[config.mk]
export PLATFORM = sky130hd
export DESIGN_NAME = panel_pwr_seq
export DESIGN_NICKNAME = d
export VERILOG_FILES = /design/src/rtl/pseq_pkg.sv /design/src/rtl/pseq_tick_timer.sv /design/src/rtl/pseq_ctrl.sv /design/src/rtl/pseq_out_regs.sv /design/src/rtl/panel_pwr_seq.sv
export SDC_FILE = /design/constraint.sdc
export NUM_CORES = 1
export LEC_CHECK = 0
export BUFFER_PORTS_ARGS = -buffer_cell sky130_fd_sc_hd__buf_2
export CORE_UTILIZATION = 35
export CTS_CLUSTER_DIAMETER = 150
export DETAILED_ROUTE_END_ITERATION = 7
export PLACE_DENSITY_LB_ADDON = 0.2
export SYNTH_ARGS = -nofsm -noshare
export SYNTH_HDL_FRONTEND = slang
export SYNTH_HIERARCHICAL = 1
export SYNTH_SLANG_ARGS = --single-unit
[constraint.sdc]
create_clock -name clk -period 3.5 [get_ports clk]
set_input_delay 0.7 -clock clk [delete_from_list [all_inputs] [get_ports clk]]
set_output_delay 0.7 -clock clk [all_outputs]
set_load 0.05 [all_outputs]
[src/rtl/pseq_pkg.sv]
`timescale 1ns/1ps
package pseq_pkg;

   typedef enum logic [2:0] {
      ST_HOLD  = 3'd0,
      ST_IDLE  = 3'd1,
      ST_LOGIC = 3'd2,
      ST_VIDEO = 3'd3,
      ST_ON    = 3'd4,
      ST_BLDN  = 3'd5,
      ST_VIDDN = 3'd6,
      ST_FAULT = 3'd7
   } pseq_state_e;

   localparam int OUT_W   = 8;
   localparam int O_LOGIC = 7;
   localparam int O_VIDEO = 6;
   localparam int O_RAIL  = 5;
   localparam int O_STBY  = 4;
   localparam int O_BL    = 3;
   localparam int O_READY = 2;
   localparam int O_BUSY  = 1;
   localparam int O_FAULT = 0;

   function automatic logic [OUT_W-1:0] out_decode(pseq_state_e s);
      logic [OUT_W-1:0] o;
      o = '0;
      o[O_LOGIC] = (s == ST_LOGIC) || (s == ST_VIDEO) || (s == ST_ON) ||
                   (s == ST_BLDN)  || (s == ST_VIDDN);
      o[O_VIDEO] = (s == ST_VIDEO) || (s == ST_ON) || (s == ST_BLDN);
      o[O_RAIL]  = o[O_VIDEO];
      o[O_STBY]  = o[O_VIDEO];
      o[O_BL]    = (s == ST_ON);
      o[O_READY] = (s == ST_ON);
      o[O_BUSY]  = (s == ST_HOLD) || (s == ST_LOGIC) || (s == ST_VIDEO) ||
                   (s == ST_BLDN) || (s == ST_VIDDN);
      o[O_FAULT] = (s == ST_FAULT);
      return o;
   endfunction

   function automatic int imax(int a, int b);
      return (a > b) ? a : b;
   endfunction

endpackage

[src/rtl/pseq_tick_timer.sv]
`timescale 1ns/1ps
module pseq_tick_timer #(
   parameter int CNT_W    = 8,
   parameter bit SATURATE = 1'b1
) (
   input  logic             clk,
   input  logic             rst_n,
   input  logic             clr,
   input  logic             tick,
   output logic [CNT_W-1:0] cnt
);

   logic inc_ok;

   generate
      if (SATURATE) begin : g_sat
         assign inc_ok = tick && (cnt != {CNT_W{1'b1}});
      end else begin : g_wrap
         assign inc_ok = tick;
      end
   endgenerate

   always_ff @(posedge clk or negedge rst_n) begin
      if (!rst_n)      cnt <= '0;
      else if (clr)    cnt <= '0;
      else if (inc_ok) cnt <= cnt + 1'b1;
   end

endmodule

[src/rtl/pseq_ctrl.sv]
`timescale 1ns/1ps
module pseq_ctrl
   import pseq_pkg::*;
#(
   parameter int CNT_W = 8,
   parameter logic [CNT_W-1:0] LIM_PGOOD = '0,
   parameter logic [CNT_W-1:0] LIM_BLWAIT = '0,
   parameter logic [CNT_W-1:0] LIM_BLOFF = '0,
   parameter logic [CNT_W-1:0] LIM_OFF = '0
) (
   input  logic             clk,
   input  logic             rst_n,
   input  logic             req,
   input  logic             pgood,
   input  logic [CNT_W-1:0] cnt,
   output pseq_state_e      state,
   output pseq_state_e      state_nx,
   output logic             step_chg
);

   always_comb begin
      state_nx = state;
      unique case (state)
         ST_HOLD:  if (cnt >= LIM_OFF) state_nx = ST_IDLE;
         ST_IDLE:  if (req) state_nx = ST_LOGIC;
         ST_LOGIC: begin
            if (!req)                  state_nx = ST_HOLD;
            else if (pgood)            state_nx = ST_VIDEO;
            else if (cnt >= LIM_PGOOD) state_nx = ST_FAULT;
         end
         ST_VIDEO: begin
            if (!req)                   state_nx = ST_VIDDN;
            else if (cnt >= LIM_BLWAIT) state_nx = ST_ON;
         end
         ST_ON:    if (!req) state_nx = ST_BLDN;
         ST_BLDN:  if (cnt >= LIM_BLOFF) state_nx = ST_VIDDN;
         ST_VIDDN: state_nx = ST_HOLD;
         ST_FAULT: if (!req) state_nx = ST_HOLD;
         default:  state_nx = ST_HOLD;
      endcase
   end

   assign step_chg = (state_nx != state);

   always_ff @(posedge clk or negedge rst_n) begin
      if (!rst_n) state <= ST_HOLD;
      else        state <= state_nx;
   end


   pgood_win_chk: assert property (@(posedge clk) disable iff (!rst_n)
      (state == ST_LOGIC && state_nx == ST_FAULT) |-> !pgood);


   bldn_holds_chk: assert property (@(posedge clk) disable iff (!rst_n)
      (state == ST_BLDN && req) |=> (state == ST_BLDN || state == ST_VIDDN));

endmodule

[src/rtl/pseq_out_regs.sv]
`timescale 1ns/1ps
module pseq_out_regs
   import pseq_pkg::*;
(
   input  logic             clk,
   input  logic             rst_n,
   input  pseq_state_e      state_nx,
   output logic [OUT_W-1:0] outs
);

   localparam logic [OUT_W-1:0] RST_VAL = out_decode(ST_HOLD);

   logic [OUT_W-1:0] dec;
   assign dec = out_decode(state_nx);

   genvar gi;
   generate
      for (gi = 0; gi < OUT_W; gi++) begin : g_bit
         always_ff @(posedge clk or negedge rst_n) begin
            if (!rst_n) outs[gi] <= RST_VAL[gi];
            else        outs[gi] <= dec[gi];
         end
      end
   endgenerate


   vid_needs_logic_chk: assert property (@(posedge clk) disable iff (!rst_n)
      outs[O_VIDEO] |-> outs[O_LOGIC]);


   bl_needs_rails_chk: assert property (@(posedge clk) disable iff (!rst_n)
      outs[O_BL] |-> (outs[O_RAIL] && outs[O_STBY] && outs[O_VIDEO]));

endmodule

[src/rtl/panel_pwr_seq.sv]
`timescale 1ns/1ps
module panel_pwr_seq
   import pseq_pkg::*;
#(
   parameter int T_PGOOD_MAX      = 10,
   parameter int T_LOGIC_TO_BL    = 180,
   parameter int T_VIDEO_TO_BL    = 100,
   parameter int T_BLOFF_TO_VIDEO = 20,
   parameter int T_OFF_MIN        = 150
) (
   input  logic clk,
   input  logic rst_n,
   input  logic ms_tick,
   input  logic panel_on_req,
   input  logic logic_pgood,
   output logic logic_en,
   output logic video_en,
   output logic bl_rail_en,
   output logic inv_stby_en,
   output logic bl_on,
   output logic ready,
   output logic busy,
   output logic fault
);

   localparam int T_BL_WAIT = imax(T_LOGIC_TO_BL, T_VIDEO_TO_BL);
   localparam int T_MAX     = imax(imax(T_PGOOD_MAX, T_BL_WAIT),
                                   imax(T_BLOFF_TO_VIDEO, T_OFF_MIN));
   localparam int CNT_W     = $clog2(T_MAX + 1);

   localparam logic [CNT_W-1:0] LIM_PGOOD  = CNT_W'(T_PGOOD_MAX);
   localparam logic [CNT_W-1:0] LIM_BLWAIT = CNT_W'(T_BL_WAIT);
   localparam logic [CNT_W-1:0] LIM_BLOFF  = CNT_W'(T_BLOFF_TO_VIDEO);
   localparam logic [CNT_W-1:0] LIM_OFF    = CNT_W'(T_OFF_MIN);

   generate
      if (T_PGOOD_MAX < 1) begin : g_bad_pgood
         $error("T_PGOOD_MAX must be at least 1");
      end
      if (T_LOGIC_TO_BL < 0 || T_VIDEO_TO_BL < 0 ||
          T_BLOFF_TO_VIDEO < 0 || T_OFF_MIN < 0) begin : g_bad_delay
         $error("delays must not be negative");
      end
   endgenerate

   pseq_state_e      state, state_nx;
   logic             step_chg;
   logic [CNT_W-1:0] cnt;
   logic [OUT_W-1:0] outs;

   pseq_tick_timer #(.CNT_W(CNT_W), .SATURATE(1'b1)) u_timer (
      .clk   (clk),
      .rst_n (rst_n),
      .clr   (step_chg),
      .tick  (ms_tick),
      .cnt   (cnt)
   );

   pseq_ctrl #(
      .CNT_W      (CNT_W),
      .LIM_PGOOD  (LIM_PGOOD),
      .LIM_BLWAIT (LIM_BLWAIT),
      .LIM_BLOFF  (LIM_BLOFF),
      .LIM_OFF    (LIM_OFF)
   ) u_ctrl (
      .clk      (clk),
      .rst_n    (rst_n),
      .req      (panel_on_req),
      .pgood    (logic_pgood),
      .cnt      (cnt),
      .state    (state),
      .state_nx (state_nx),
      .step_chg (step_chg)
   );

   pseq_out_regs u_out (
      .clk      (clk),
      .rst_n    (rst_n),
      .state_nx (state_nx),
      .outs     (outs)
   );

   assign logic_en    = outs[O_LOGIC];
   assign video_en    = outs[O_VIDEO];
   assign bl_rail_en  = outs[O_RAIL];
   assign inv_stby_en = outs[O_STBY];
   assign bl_on       = outs[O_BL];
   assign ready       = outs[O_READY];
   assign busy        = outs[O_BUSY];
   assign fault       = outs[O_FAULT];


   bl_after_video_chk: assert property (@(posedge clk) disable iff (!rst_n)
      $rose(bl_on) |-> $past(video_en));


   rails_after_bl_chk: assert property (@(posedge clk) disable iff (!rst_n)
      $fell(bl_rail_en) |-> !$past(bl_on));


   logic_last_chk: assert property (@(posedge clk) disable iff (!rst_n)
      $fell(logic_en) |-> (!video_en && !$past(video_en)));


   fault_all_off_chk: assert property (@(posedge clk) disable iff (!rst_n)
      fault |-> (!logic_en && !video_en && !bl_rail_en && !inv_stby_en && !bl_on));

endmodule

==> flow_summary.json <==
{
  "grt_pass1_vias": 875,
  "ys_seq_area_frac": 0.366,
  "gr-total-overflow": 0,
  "grt.met1_usage": 0.201,
  "fp.dieH_um": 58.0,
  "rows": 19,
  "syn_nets": 127,
  "clockBufferDepth": 2,
  "port_buffers": 12,
  "wl_per_cell_um": 14.3,
  "finalHoldViolCount": 0,
  "antenna_found_initial": 0,
  "synthFlopType": "dfrtp_1",
  "die-area_um2": 3360,
  "grt_pass1_wl_um": 3840,
  "ys_ff_latch": 16,
  "async_reset_ff_frac": 1.00,
  "status": "finished clean",
  "final_common_cell": "dfrtp_1",
  "drcViolationCount": 0,
  "cts.sinks": 16,
  "p_total_uw": 966,
  "pwr_density_cell_nw_per_um2": 834,
  "worst_path_max_delay_cell": "dfrtp_1",
  "place_area_um2": 1120,
  "syn_area_per_cell_um2": 9.06,
  "fin_area_um2": 1160,
  "slew_viol_final": 0,
  "cts-hold-fix-buffers": 0,
  "ctsResizeCount": 0,
  "slew-limit-headroom": 0.685,
  "instances_no_fill": 159,
  "finalWorstSetupSlack_ns": 1.34,
  "totalWireLength_um": 2270,
  "slowest_delay_ns": 0.61,
  "grt_max_degree": 17,
  "netlist_instances": 121,
  "cts_tree": "built",
  "hp-class": "in -> async",
  "arrival_ns": 2.35,
  "postRouteAntennaNets": 0,
  "p_leak_uw": 0.000512,
  "fin_skew_ns": 0.00706,
  "placed_cells": 155,
  "end_kind": "flip-flop",
  "drtIter0Drc": 31,
  "clk_pin_slew_ns": 0.10,
  "htree_levels": 1,
  "timing.final.crit_share": 0.617,
  "fillers": 299,
  "first_pass_iters": 4,
  "fmax_mhz": 463,
  "cts_buffers": 3,
  "insertion_delay_ns": 0.30,
  "yosys_warnings": 6,
  "layout_common_cells": "dfrtp_1, buf_2, nand2_1",
  "cts-root-buf": "clkbuf_4",
  "fin_crit_ns": 2.16,
  "crit_fanout": 15,
  "coreArea_um2": 2850,
  "top_usage_layer": "met2",
  "postCtsSetupBuffers": 0,
  "diodes": 0,
  "worstSetupStartpointType": "flip-flop",
  "rsz0062_at_grt": "no",
  "setup_viol": 0,
  "post-place-ws_ns": 1.09,
  "routed_via_density": 5.81,
  "vias": 924,
  "crit_required_ns": 3.69,
  "yosysUniqueCellTypes": 55,
  "synth_edf_count": 0,
  "die_x_um": 58.0,
  "area_growth_pct": 5.71,
  "ir_drop_mv": 0.487,
  "cp_cell_sequence": "nand3b_1 > o211ai_1 > a221oi_2 > nor2_2 > o211ai_2 > nor2b_1 > mux2_2",
  "use_met3": 0.0156,
  "layout.nets": 135,
  "syn-cell-area_um2": 1100,
  "worst_pin_slew_ns": 0.470,
  "grtUsageMet2": 0.232,
  "io_pins": 13,
  "layout-drive-gt1-share": 0.250,
  "reg2reg_slack_ns": 1.34,
  "path_class": "reg -> reg",
  "cap_violations": 0,
  "grtUsageTotal": 0.148,
  "tns_ns": 0,
  "start_util": 0.384,
  "finalWeightedCongestion": 0.795
}
==> area by class of cell <==
class	instances	area (um^2)	area share
Tap cell	31	38.8	0.0335
Multi-Input combinational cell	90	599	0.517
Timing Repair Buffer	12	60.1	0.0518
Clock buffer	4	36.3	0.0313
Inverter	6	22.5	0.0194
Sequential cell	16	402	0.347
==> stage by stage <==
step           hold slack, ns  utilization
2_1_floorplan           0.404            -
3_3_place_gp            0.628        0.393
3_5_place_dp            0.634        0.393
4_1_cts                 0.306        0.406
5_1_grt                 0.316        0.406
6_report                0.286        0.406
==> sequential cells by signal, indices dropped and copies added (netlist names) <==
signal and cells:
u_timer/cnt 8, u_out/outs 5, u_ctrl/state 3
==> logic make-up after synthesis <==
kind of cell             after synthesis  share of synthesized area
AND/OR/NAND/NOR                       53                      0.276
XOR/XNOR                               1                    0.00799
multiplexers                           4                     0.0388
buffers and inverters                 15                     0.0867
adder cells (fa/ha/maj)                1                     0.0114
AO/OA/AOI/OAI                         31                      0.212
flip-flops                            16                      0.366
==> path summary, 6_finish.rpt <==
path / cells after the start / startpoint / end
min in group clk: 2 / u_timer/cnt[1] / u_timer/cnt[1]
worst max register to register: 7 / u_ctrl/state[1] / u_timer/cnt[3]
worst min-delay path: 1 / rst_n / u_timer/cnt[1]
worst min register to register: 2 / u_timer/cnt[1] / u_timer/cnt[1]
worst max-delay path: 7 / u_ctrl/state[1] / u_timer/cnt[3]
max in group asynchronous: 1 / rst_n / u_out/outs[1]
==> per-layer routing <==
metal  vias up  part of all wire
li1        452                 -
met1       453              0.48
met2        14              0.47
met3         5             0.024
met4         0             0.019
met5         -                 0
==> critical path, delay by kind of cell, from the launching register on <==
| kind | cells | cell delay [ns] |
|---|---|---|
| AND/OR/NAND/NOR | 3 | 0.35 |
| AO/OA/AOI/OAI | 3 | 0.82 |
| flip-flops | 1 | 0.61 |
| multiplexers | 1 | 0.27 |
==> Yosys cell counts, types with 2 or more instances <==
| library cell | number | area (um^2) |
|---|---|---|
| a21oi_1 | 7 | 35.0 |
| and3_1 | 2 | 12.5 |
| a31oi_1 | 3 | 18.8 |
| buf_4 | 3 | 22.5 |
| o21ai_0 | 3 | 15.0 |
| nor2b_1 | 4 | 25.0 |
| nand2_1 | 9 | 33.8 |
| nand4_1 | 2 | 12.5 |
| nor3_1 | 5 | 25.0 |
| dfrtp_1 | 15 | 375 |
| mux2i_1 | 2 | 20.0 |
| inv_1 | 5 | 18.8 |
| buf_6 | 2 | 22.5 |
| mux2_2 | 2 | 22.5 |
| nand3b_1 | 2 | 15.0 |
| nand2b_1 | 3 | 18.8 |
| buf_2 | 2 | 10.0 |
| nand3_1 | 6 | 30.0 |
| nor2_1 | 8 | 30.0 |
==> where the power goes <==
group | leakage, uW | total [uW] | switching (uW) | internal (uW)
registers | 0.000210 | 318 | 76.2 | 242
logic | 0.000281 | 521 | 351 | 170
clock network | 0.0000210 | 126 | 62.9 | 63.6
No activity file was read; power rests on OpenSTA's default activity.
